$ cat src/rtl/sclgen_pkg.sv
package sclgen_pkg;

   typedef enum logic [1:0] {
      PH_IDLE = 2'd0,
      PH_LOW  = 2'd1,
      PH_HIGH = 2'd2
   } phase_e;

endpackage

$ cat src/rtl/sclgen_prescale.sv
module sclgen_prescale #(
   parameter int unsigned PRESCALE = 8,
   localparam int unsigned PRE_W   = $clog2(PRESCALE)
) (
   input  logic             clk,
   input  logic             rst_n,
   input  logic             clr,
   output logic [PRE_W-1:0] pre,
   output logic             wrap
);

   localparam bit IS_POW2 = ((PRESCALE & (PRESCALE - 1)) == 0);

   assign wrap = (pre == PRE_W'(PRESCALE - 1));

   generate
      if (IS_POW2) begin : g_pow2
         // free-running binary counter wraps by itself
         always_ff @(posedge clk or negedge rst_n) begin
            if (!rst_n)   pre <= '0;
            else if (clr) pre <= '0;
            else          pre <= pre + 1'b1;
         end
      end else begin : g_mod
         always_ff @(posedge clk or negedge rst_n) begin
            if (!rst_n)     pre <= '0;
            else if (clr)   pre <= '0;
            else if (wrap)  pre <= '0;
            else            pre <= pre + 1'b1;
         end
      end
   endgenerate

   // a wrap is always followed by a zero count
   p_wrap_zero_r2: assert property (@(posedge clk) disable iff (!rst_n)
      wrap |=> (pre == '0));

endmodule

$ cat src/rtl/sclgen_phase.sv
module sclgen_phase
   import sclgen_pkg::*;
#(
   parameter int unsigned DIV_W    = 16,
   parameter int unsigned RESET_LO = 0,
   parameter int unsigned RESET_HI = 0
) (
   input  logic               clk,
   input  logic               rst_n,
   input  logic               enable,
   input  logic               wrap,
   input  logic               div_we,
   input  logic [2*DIV_W-1:0] div_wdata,
   output phase_e             phase,
   output logic [DIV_W-1:0]   cnt,
   output logic [DIV_W-1:0]   act_lo,
   output logic [DIV_W-1:0]   act_hi
);

   logic [DIV_W-1:0] stg_lo, stg_hi;

   // staging register: captures software writes at any time
   always_ff @(posedge clk or negedge rst_n) begin
      if (!rst_n) begin
         stg_lo <= DIV_W'(RESET_LO);
         stg_hi <= DIV_W'(RESET_HI);
      end else if (div_we) begin
         stg_lo <= div_wdata[DIV_W-1:0];
         stg_hi <= div_wdata[2*DIV_W-1:DIV_W];
      end
   end

   // phase sequencer; active divisors reload only at period start
   always_ff @(posedge clk or negedge rst_n) begin
      if (!rst_n) begin
         phase  <= PH_IDLE;
         cnt    <= '0;
         act_lo <= DIV_W'(RESET_LO);
         act_hi <= DIV_W'(RESET_HI);
      end else if (!enable) begin
         phase <= PH_IDLE;
         cnt   <= '0;
      end else begin
         unique case (phase)
            PH_IDLE: begin
               phase  <= PH_LOW;
               cnt    <= '0;
               act_lo <= stg_lo;
               act_hi <= stg_hi;
            end
            PH_LOW: begin
               if (wrap) begin
                  if (cnt == act_lo) begin
                     phase <= PH_HIGH;
                     cnt   <= '0;
                  end else begin
                     cnt <= cnt + 1'b1;
                  end
               end
            end
            PH_HIGH: begin
               if (wrap) begin
                  if (cnt == act_hi) begin
                     phase  <= PH_LOW;
                     cnt    <= '0;
                     act_lo <= stg_lo;
                     act_hi <= stg_hi;
                  end else begin
                     cnt <= cnt + 1'b1;
                  end
               end
            end
            default: begin
               phase <= PH_IDLE;
               cnt   <= '0;
            end
         endcase
      end
   end

   p_off_idle_r9: assert property (@(posedge clk) disable iff (!rst_n)
      !enable |=> (phase == PH_IDLE));

   p_first_low_r4: assert property (@(posedge clk) disable iff (!rst_n)
      (phase == PH_IDLE && enable) |=> (phase == PH_LOW));

   p_act_hold_r5: assert property (@(posedge clk) disable iff (!rst_n)
      (phase == PH_LOW && enable) |=> ($stable(act_lo) && $stable(act_hi)));

   p_cnt_bound_r2: assert property (@(posedge clk) disable iff (!rst_n)
      (phase == PH_LOW) |-> (cnt <= act_lo));

   p_cnt_bound_r3: assert property (@(posedge clk) disable iff (!rst_n)
      (phase == PH_HIGH) |-> (cnt <= act_hi));

   p_low_hold_r2: assert property (@(posedge clk) disable iff (!rst_n)
      (phase == PH_LOW && enable && !wrap) |=> (phase == PH_LOW));

endmodule

$ cat src/rtl/sclgen_strobe.sv
module sclgen_strobe
   import sclgen_pkg::*;
#(
   parameter int unsigned DIV_W    = 16,
   parameter int unsigned PRESCALE = 8,
   parameter int unsigned SDA_W    = 4,
   localparam int unsigned PRE_W   = $clog2(PRESCALE)
) (
   input  logic             clk,
   input  logic             rst_n,
   input  phase_e           phase,
   input  logic [PRE_W-1:0] pre,
   input  logic [DIV_W-1:0] cnt,
   input  logic [DIV_W-1:0] act_lo,
   input  logic [DIV_W-1:0] act_hi,
   input  logic             start_ext,
   input  logic [SDA_W-1:0] sda_cfg,
   output logic             scl_low,
   output logic             scl_high,
   output logic             scl_fall,
   output logic             scl_rise,
   output logic             mid_high,
   output logic             start_point,
   output logic             data_point
);

   localparam int unsigned POS_W   = DIV_W + PRE_W + 2;
   localparam int unsigned HALF    = PRESCALE / 2;
   localparam int unsigned THREE_Q = (PRESCALE * 3) / 4;
   localparam bit          IS_POW2 = ((PRESCALE & (PRESCALE - 1)) == 0);

   logic [POS_W-1:0] pos;        // clocks elapsed in the current phase
   logic [POS_W-1:0] hi_units;
   logic [POS_W-1:0] mid_off;
   logic [POS_W-1:0] late_off;
   logic [DIV_W-1:0] cfg_w;
   logic [DIV_W-1:0] hold_units;
   logic             at_unit;

   generate
      if (IS_POW2) begin : g_pos_cat
         assign pos = POS_W'({cnt, pre});
      end else begin : g_pos_mul
         assign pos = POS_W'(cnt) * POS_W'(PRESCALE) + POS_W'(pre);
      end
   endgenerate

   assign hi_units = POS_W'(act_hi) + 1'b1;
   assign mid_off  = hi_units * POS_W'(HALF);
   assign late_off = hi_units * POS_W'(THREE_Q);

   // hold delay clamps to the last unit of the low phase
   assign cfg_w      = DIV_W'(sda_cfg);
   assign hold_units = (cfg_w < act_lo) ? cfg_w : act_lo;
   assign at_unit    = (pre == '0);

   assign scl_low     = (phase == PH_LOW);
   assign scl_high    = (phase != PH_LOW);
   assign scl_fall    = (phase == PH_LOW)  && at_unit && (cnt == '0);
   assign scl_rise    = (phase == PH_HIGH) && at_unit && (cnt == '0);
   assign mid_high    = (phase == PH_HIGH) && (pos == mid_off);
   assign start_point = (phase == PH_HIGH) &&
                        (pos == (start_ext ? late_off : mid_off));
   assign data_point  = (phase == PH_LOW) && at_unit && (cnt == hold_units);

   p_edges_apart_r4: assert property (@(posedge clk) disable iff (!rst_n)
      !(scl_fall && scl_rise));

   p_mid_after_rise_r6: assert property (@(posedge clk) disable iff (!rst_n)
      scl_rise |=> !mid_high);

   p_data_in_low_r8: assert property (@(posedge clk) disable iff (!rst_n)
      data_point |-> scl_low);

   p_start_mid_r7: assert property (@(posedge clk) disable iff (!rst_n)
      (start_point && !start_ext) |-> mid_high);

endmodule

$ cat src/rtl/i2c_scl_divgen.sv
module i2c_scl_divgen
   import sclgen_pkg::*;
#(
   parameter int unsigned DIV_W    = 16,
   parameter int unsigned PRESCALE = 8,
   parameter int unsigned SDA_W    = 4,
   parameter int unsigned RESET_LO = 0,
   parameter int unsigned RESET_HI = 0
) (
   input  logic               clk,
   input  logic               rst_n,
   input  logic               enable,
   input  logic               div_we,
   input  logic [2*DIV_W-1:0] div_wdata,
   input  logic               start_ext,
   input  logic [SDA_W-1:0]   sda_cfg,
   output logic               scl_low,
   output logic               scl_high,
   output logic               scl_fall,
   output logic               scl_rise,
   output logic               mid_high,
   output logic               start_point,
   output logic               data_point
);

   localparam int unsigned PRE_W = $clog2(PRESCALE);

   generate
      if (PRESCALE < 4 || (PRESCALE % 4) != 0) begin : g_bad_prescale
         $error("PRESCALE must be a multiple of four");
      end
      if (DIV_W < 2) begin : g_bad_div
         $error("DIV_W must be at least two");
      end
      if (SDA_W > DIV_W) begin : g_bad_sda
         $error("SDA_W may not exceed DIV_W");
      end
   endgenerate

   phase_e           phase;
   logic [PRE_W-1:0] pre;
   logic             wrap;
   logic [DIV_W-1:0] cnt, act_lo, act_hi;
   logic             pre_clr;

   assign pre_clr = !enable || (phase == PH_IDLE);

   sclgen_prescale #(.PRESCALE(PRESCALE)) u_pre (
      .clk   (clk),
      .rst_n (rst_n),
      .clr   (pre_clr),
      .pre   (pre),
      .wrap  (wrap)
   );

   sclgen_phase #(
      .DIV_W    (DIV_W),
      .RESET_LO (RESET_LO),
      .RESET_HI (RESET_HI)
   ) u_phase (
      .clk       (clk),
      .rst_n     (rst_n),
      .enable    (enable),
      .wrap      (wrap),
      .div_we    (div_we),
      .div_wdata (div_wdata),
      .phase     (phase),
      .cnt       (cnt),
      .act_lo    (act_lo),
      .act_hi    (act_hi)
   );

   sclgen_strobe #(
      .DIV_W    (DIV_W),
      .PRESCALE (PRESCALE),
      .SDA_W    (SDA_W)
   ) u_strobe (
      .clk         (clk),
      .rst_n       (rst_n),
      .phase       (phase),
      .pre         (pre),
      .cnt         (cnt),
      .act_lo      (act_lo),
      .act_hi      (act_hi),
      .start_ext   (start_ext),
      .sda_cfg     (sda_cfg),
      .scl_low     (scl_low),
      .scl_high    (scl_high),
      .scl_fall    (scl_fall),
      .scl_rise    (scl_rise),
      .mid_high    (mid_high),
      .start_point (start_point),
      .data_point  (data_point)
   );

   p_idle_high_r1: assert property (@(posedge clk) disable iff (!rst_n)
      !enable |=> (scl_high && !scl_low && !scl_fall && !data_point));

endmodule

$ cat config.mk
export PLATFORM = sky130hd
export DESIGN_NAME = i2c_scl_divgen
export DESIGN_NICKNAME = d
export VERILOG_FILES = /design/src/rtl/sclgen_pkg.sv /design/src/rtl/sclgen_prescale.sv /design/src/rtl/sclgen_phase.sv /design/src/rtl/sclgen_strobe.sv /design/src/rtl/i2c_scl_divgen.sv
export SDC_FILE = /design/constraint.sdc
export NUM_CORES = 1
export LEC_CHECK = 0
export CAP_MARGIN = 20
export CELL_PAD_IN_SITES_DETAIL_PLACEMENT = 1
export CELL_PAD_IN_SITES_GLOBAL_PLACEMENT = 1
export CORE_ASPECT_RATIO = 0.75
export CORE_MARGIN = 2
export CORE_UTILIZATION = 38
export CTS_BUF_LIST = sky130_fd_sc_hd__clkbuf_16
export CTS_CLUSTER_SIZE = 28
export DETAILED_ROUTE_END_ITERATION = 16
export PLACE_DENSITY_LB_ADDON = 0.1
export SLEW_MARGIN = 20
export SYNTH_ARGS = -nofsm -noshare
export SYNTH_HDL_FRONTEND = slang
export SYNTH_SLANG_ARGS = --single-unit
$ cat constraint.sdc
create_clock -name clk -period 5.3 [get_ports clk]
set_clock_uncertainty 0.1 [all_clocks]
set_input_delay 0.53 -clock clk [delete_from_list [all_inputs] [get_ports clk]]
set_output_delay 0.53 -clock clk [all_outputs]
set_load 0.01 [all_outputs]
==> key figures <==
Die
  • Initial Util: 0.3927
  • Number of I/O pins: 48
  • Die H: 118.9 µm
  • Die area: 18690 µm²
  • Die boundary width: 157.2 µm
  • Row cnt: 41
  • Core ar.: 17030 µm²

Cells and area
  • Sequential cell area: 2130 µm²
  • Layout area overhead: 21.35%
  • Area of the multi-input gates: 4229 µm²
  • Share of cells above drive strength 1: 0.2164
  • Fin util: 0.4765
  • Fin nets: 880
  • Fillers: 1974
  • Diodes inserted: 0

Detailed routing
  • Drc violations: 0
  • Post-route ant nets: 0
  • Number of iterations in the first detailed-routing pass: 5
  • Drt wl/cell: 20.92 µm
  • Initial DRC count: 393
  • Drt total wl: 22.05 mm
  • Vias per cell: 5.763
  • Vias: 6074

Synth
  • Main area contributors after synthesis: dfrtp_1 32%, mux2_2 11%, xnor2_1 6.2%
  • EDFF count, synth: 0
  • Synthesized area per cell: 9.037 µm²
  • Syn nets: 806
  • Cell taking the most area after synthesis: dfrtp_1
  • Top_reg_cell synth: dfrtp_1
  • Synthesized area: 6688 µm²
  • Synthesis warning total: 0
  • Post-synth cell types: 84
  • Fraction of synthesized cell area taken by the top area cell type: 0.3181
  • Post-synthesis sequential area ratio: 0.3181
  • Cell count after synthesis: 740
  • Fraction of registers with async set/reset: 1.000
  • Synthesis-stage register bit count: 85

GRT
  • GRT overflow: 0
  • Initial antenna violation count: 0
  • Global-route wire length before repair: 34.59 mm
  • Total Routing Usage GR: 0.2400
  • Pin count of the biggest net entering global routing: 86
  • Vias in the first global route: 6142

Setup path
  • CP Launch Type: flop
  • Cells on worst reg2reg path: 7
  • Maximum fanout along the worst path: 5
  • Setup CP Type: reg2out
  • Critical Path RT: 4.67 ns
  • CP endpoint kind: output pin
  • Worst Path Arrival: 4.44 ns

Power
  • NetSw: 2197 µW
  • Clk pwr share: 0.147
  • Int Pwr: 2596 µW
  • Pwr/cell area: 590.7 nW/µm²
  • Sequential Power Share: 0.207
  • Logic pwr share: 0.646
  • LEAKAGE: 0.003376 µW
  • Max VDD drop: 0.2345 mV
  • Sw Ratio: 0.4584

Status
  • Status: finished, final reports clean

STA
  • Slew margin rel.: 0.3890
  • Fmax: 197.3 MHz
  • Final setup vio count: 0
  • Period utilization: 0.9561
  • Hold Vio Cnt, Final: 0
  • Setup TNS: 0 ns
  • Max Slew Vio Count: 0
  • RSZ-0062 raised after global routing: false
  • Minimum clock period: 5.067 ns
  • Worst Tran Pin Value: 0.9133 ns

Clock tree
  • Worst-path clk slew: 0.07 ns
  • TritonCTS clock tree: built
  • Worst-Skew Late Latency: 0.35 ns
  • Longest Clk Path Bufs: 2
  • Root buf cell: clkbuf_16
  • Total clock sinks: 85
  • Num CTS Buffers: 9
  • H-tree levels: 3

Run
  • Max_cap viols: 0

Hold path
  • Hold Path Class: in2async

Placed design
  • Number of I/O port buffers: 47
  • Final HPWL DP: 16.86 mm
  • Gpl congestion: 0.9040
-- power by group through the flow --
stage	clock network (µW)	logic [µW]	registers, µW
2_1_floorplan	0	2020	911
3_3_place_gp	0	2890	989
3_5_place_dp	0	2960	998
4_1_cts	725	3010	987
5_1_grt	748	3370	1020
6_report	705	3090	994
-- cells by family after synthesis --
kind of cell / after synthesis / synth area share
AOI/OAI and AO/OA: 153 / 0.1585
xor gates and xnor gates: 78 / 0.1065
adders and majority gates: 25 / 0.04790
buffers and inverters: 93 / 0.05949
DFF: 85 / 0.3181
muxes: 72 / 0.1199
and+or+nand+nor: 234 / 0.1897
-- critical path, cell delays in order (launching register included) --
cell       delay (ns)
dfrtp_2          0.44
buf_6            0.14
buf_4            0.13
nand3_1          0.13
xor2_1           0.30
inv_2            0.07
ha_1             0.34
a21oi_2          0.24
o21ai_1          0.16
nand4_1          0.22
a22oi_2          0.11
o311a_1          0.37
or4_1            0.47
a31oi_1          0.24
xnor2_1          0.14
a2111oi_4        0.38
buf_2            0.20
-- cells in the mapped netlist (5+ instances only) --
| library cell | n |
|---|---|
| o211ai_1 | 9 |
| xor2_1 | 28 |
| nand2_1 | 49 |
| dfrtp_1 | 85 |
| nor3_1 | 16 |
| buf_2 | 9 |
| inv_1 | 39 |
| a21o_1 | 7 |
| mux2_2 | 65 |
| o31ai_1 | 8 |
| mux2i_1 | 7 |
| nor4_1 | 19 |
| buf_1 | 8 |
| and2_1 | 5 |
| xnor2_1 | 47 |
| a211oi_1 | 5 |
| nand2b_1 | 11 |
| a31oi_1 | 10 |
| o22ai_1 | 8 |
| and3_1 | 16 |
| clkbuf_1 | 27 |
| or4_1 | 5 |
| a21oi_1 | 21 |
| o21ai_0 | 33 |
| ha_1 | 24 |
| nor2_1 | 39 |
| nand4_1 | 22 |
| nand3_1 | 24 |
-- repair_timing --
item,4_1_cts,5_1_grt
pin swaps,0,6
gates cloned,0,1
endpoints found under the setup margin,1,1
hold buffers,0,0
resized for setup,6,15
setup buffers,1,4
-- metal layers --
| layer | routed length, µm | vias to the layer above | GRT usage |
|---|---|---|---|
| met1 | 11070 | 3060 | 0.3588 |
| met2 | 9583 | 156 | 0.3600 |
| met4 | 235 | 0 | 0.04830 |
| li1 | - | 2839 | - |
| met5 | 0 | - | 0 |
| met3 | 1160 | 19 | 0.04585 |
-- cell usage in the layout (no fill, tap or decap), types with 4 or more instances in the layout --
master and n:
xnor2_1 47, dfrtp_1 83, nand4_1 22, nor2b_1 4, mux2i_1 7, a31oi_1 10, ha_1 23, clkbuf_16 9
a21oi_1 20, o21ai_0 32, nor4_1 18, a211oi_1 5, nor2_1 38, nand2_1 48, nand3_1 24, nand2b_1 11
o211ai_1 9, o22ai_1 8, mux2_2 65, nor3_1 16, and3_1 16, o21ai_1 4, buf_4 64, clkdlybuf4s50_1 45
o31ai_1 8, xor2_1 27, inv_1 39, a21o_1 7, or4_1 4, and2_1 4
-- flip-flops by register name (all words and copies together) (netlist names) --
signal and flops:
u_phase.act_hi 16, u_phase.act_lo 16, u_phase.cnt 16, u_phase.stg_hi 16
u_phase.stg_lo 16, u_pre.pre 3, u_phase.phase 2
-- stage by stage --
| step | area [µm²] | hold slack, ns | setup WS (ns) | total power, µW | std cells |
|---|---|---|---|---|---|
| floorplan | 6688 | 0.1344 | 0.7839 | 2930 | 740 |
| global placement | 7684 | 0.3872 | 0.2093 | 3880 | 1033 |
| detailed placement | 7684 | 0.3896 | 0.06059 | 3957 | 1033 |
| CTS | 8036 | 0.3384 | 0.06501 | 4719 | 1049 |
| global route | 8115 | 0.1862 | 0.01230 | 5137 | 1054 |
| finish | 8115 | 0.1300 | 0.2327 | 4793 | 1054 |
-- path summary, 6_finish.rpt --
path | start | endpoint | slack [ns]
max | u_phase.act_hi[0] | start_point | 0.23
max in group asynchronous | rst_n | u_phase.act_hi[2] | 4.37
min in group clk | u_phase.stg_lo[4] | u_phase.act_lo[4] | 0.40
max reg2reg | u_phase.cnt[7] | u_phase.cnt[12] | 2.07
min reg2reg | u_phase.stg_lo[4] | u_phase.act_lo[4] | 0.40
min | rst_n | u_phase.stg_lo[7] | 0.13
-- area by class of cell --
class | count | area share
multi-input combinational | 562 | 0.5211
sequential | 85 | 0.2624
timing repair buffer | 114 | 0.1212
tap | 236 | 0.03639
clock buffer | 9 | 0.02775
inverter | 42 | 0.01943
clock inverter | 6 | 0.01172
Power figures use the tool's default switching activity.
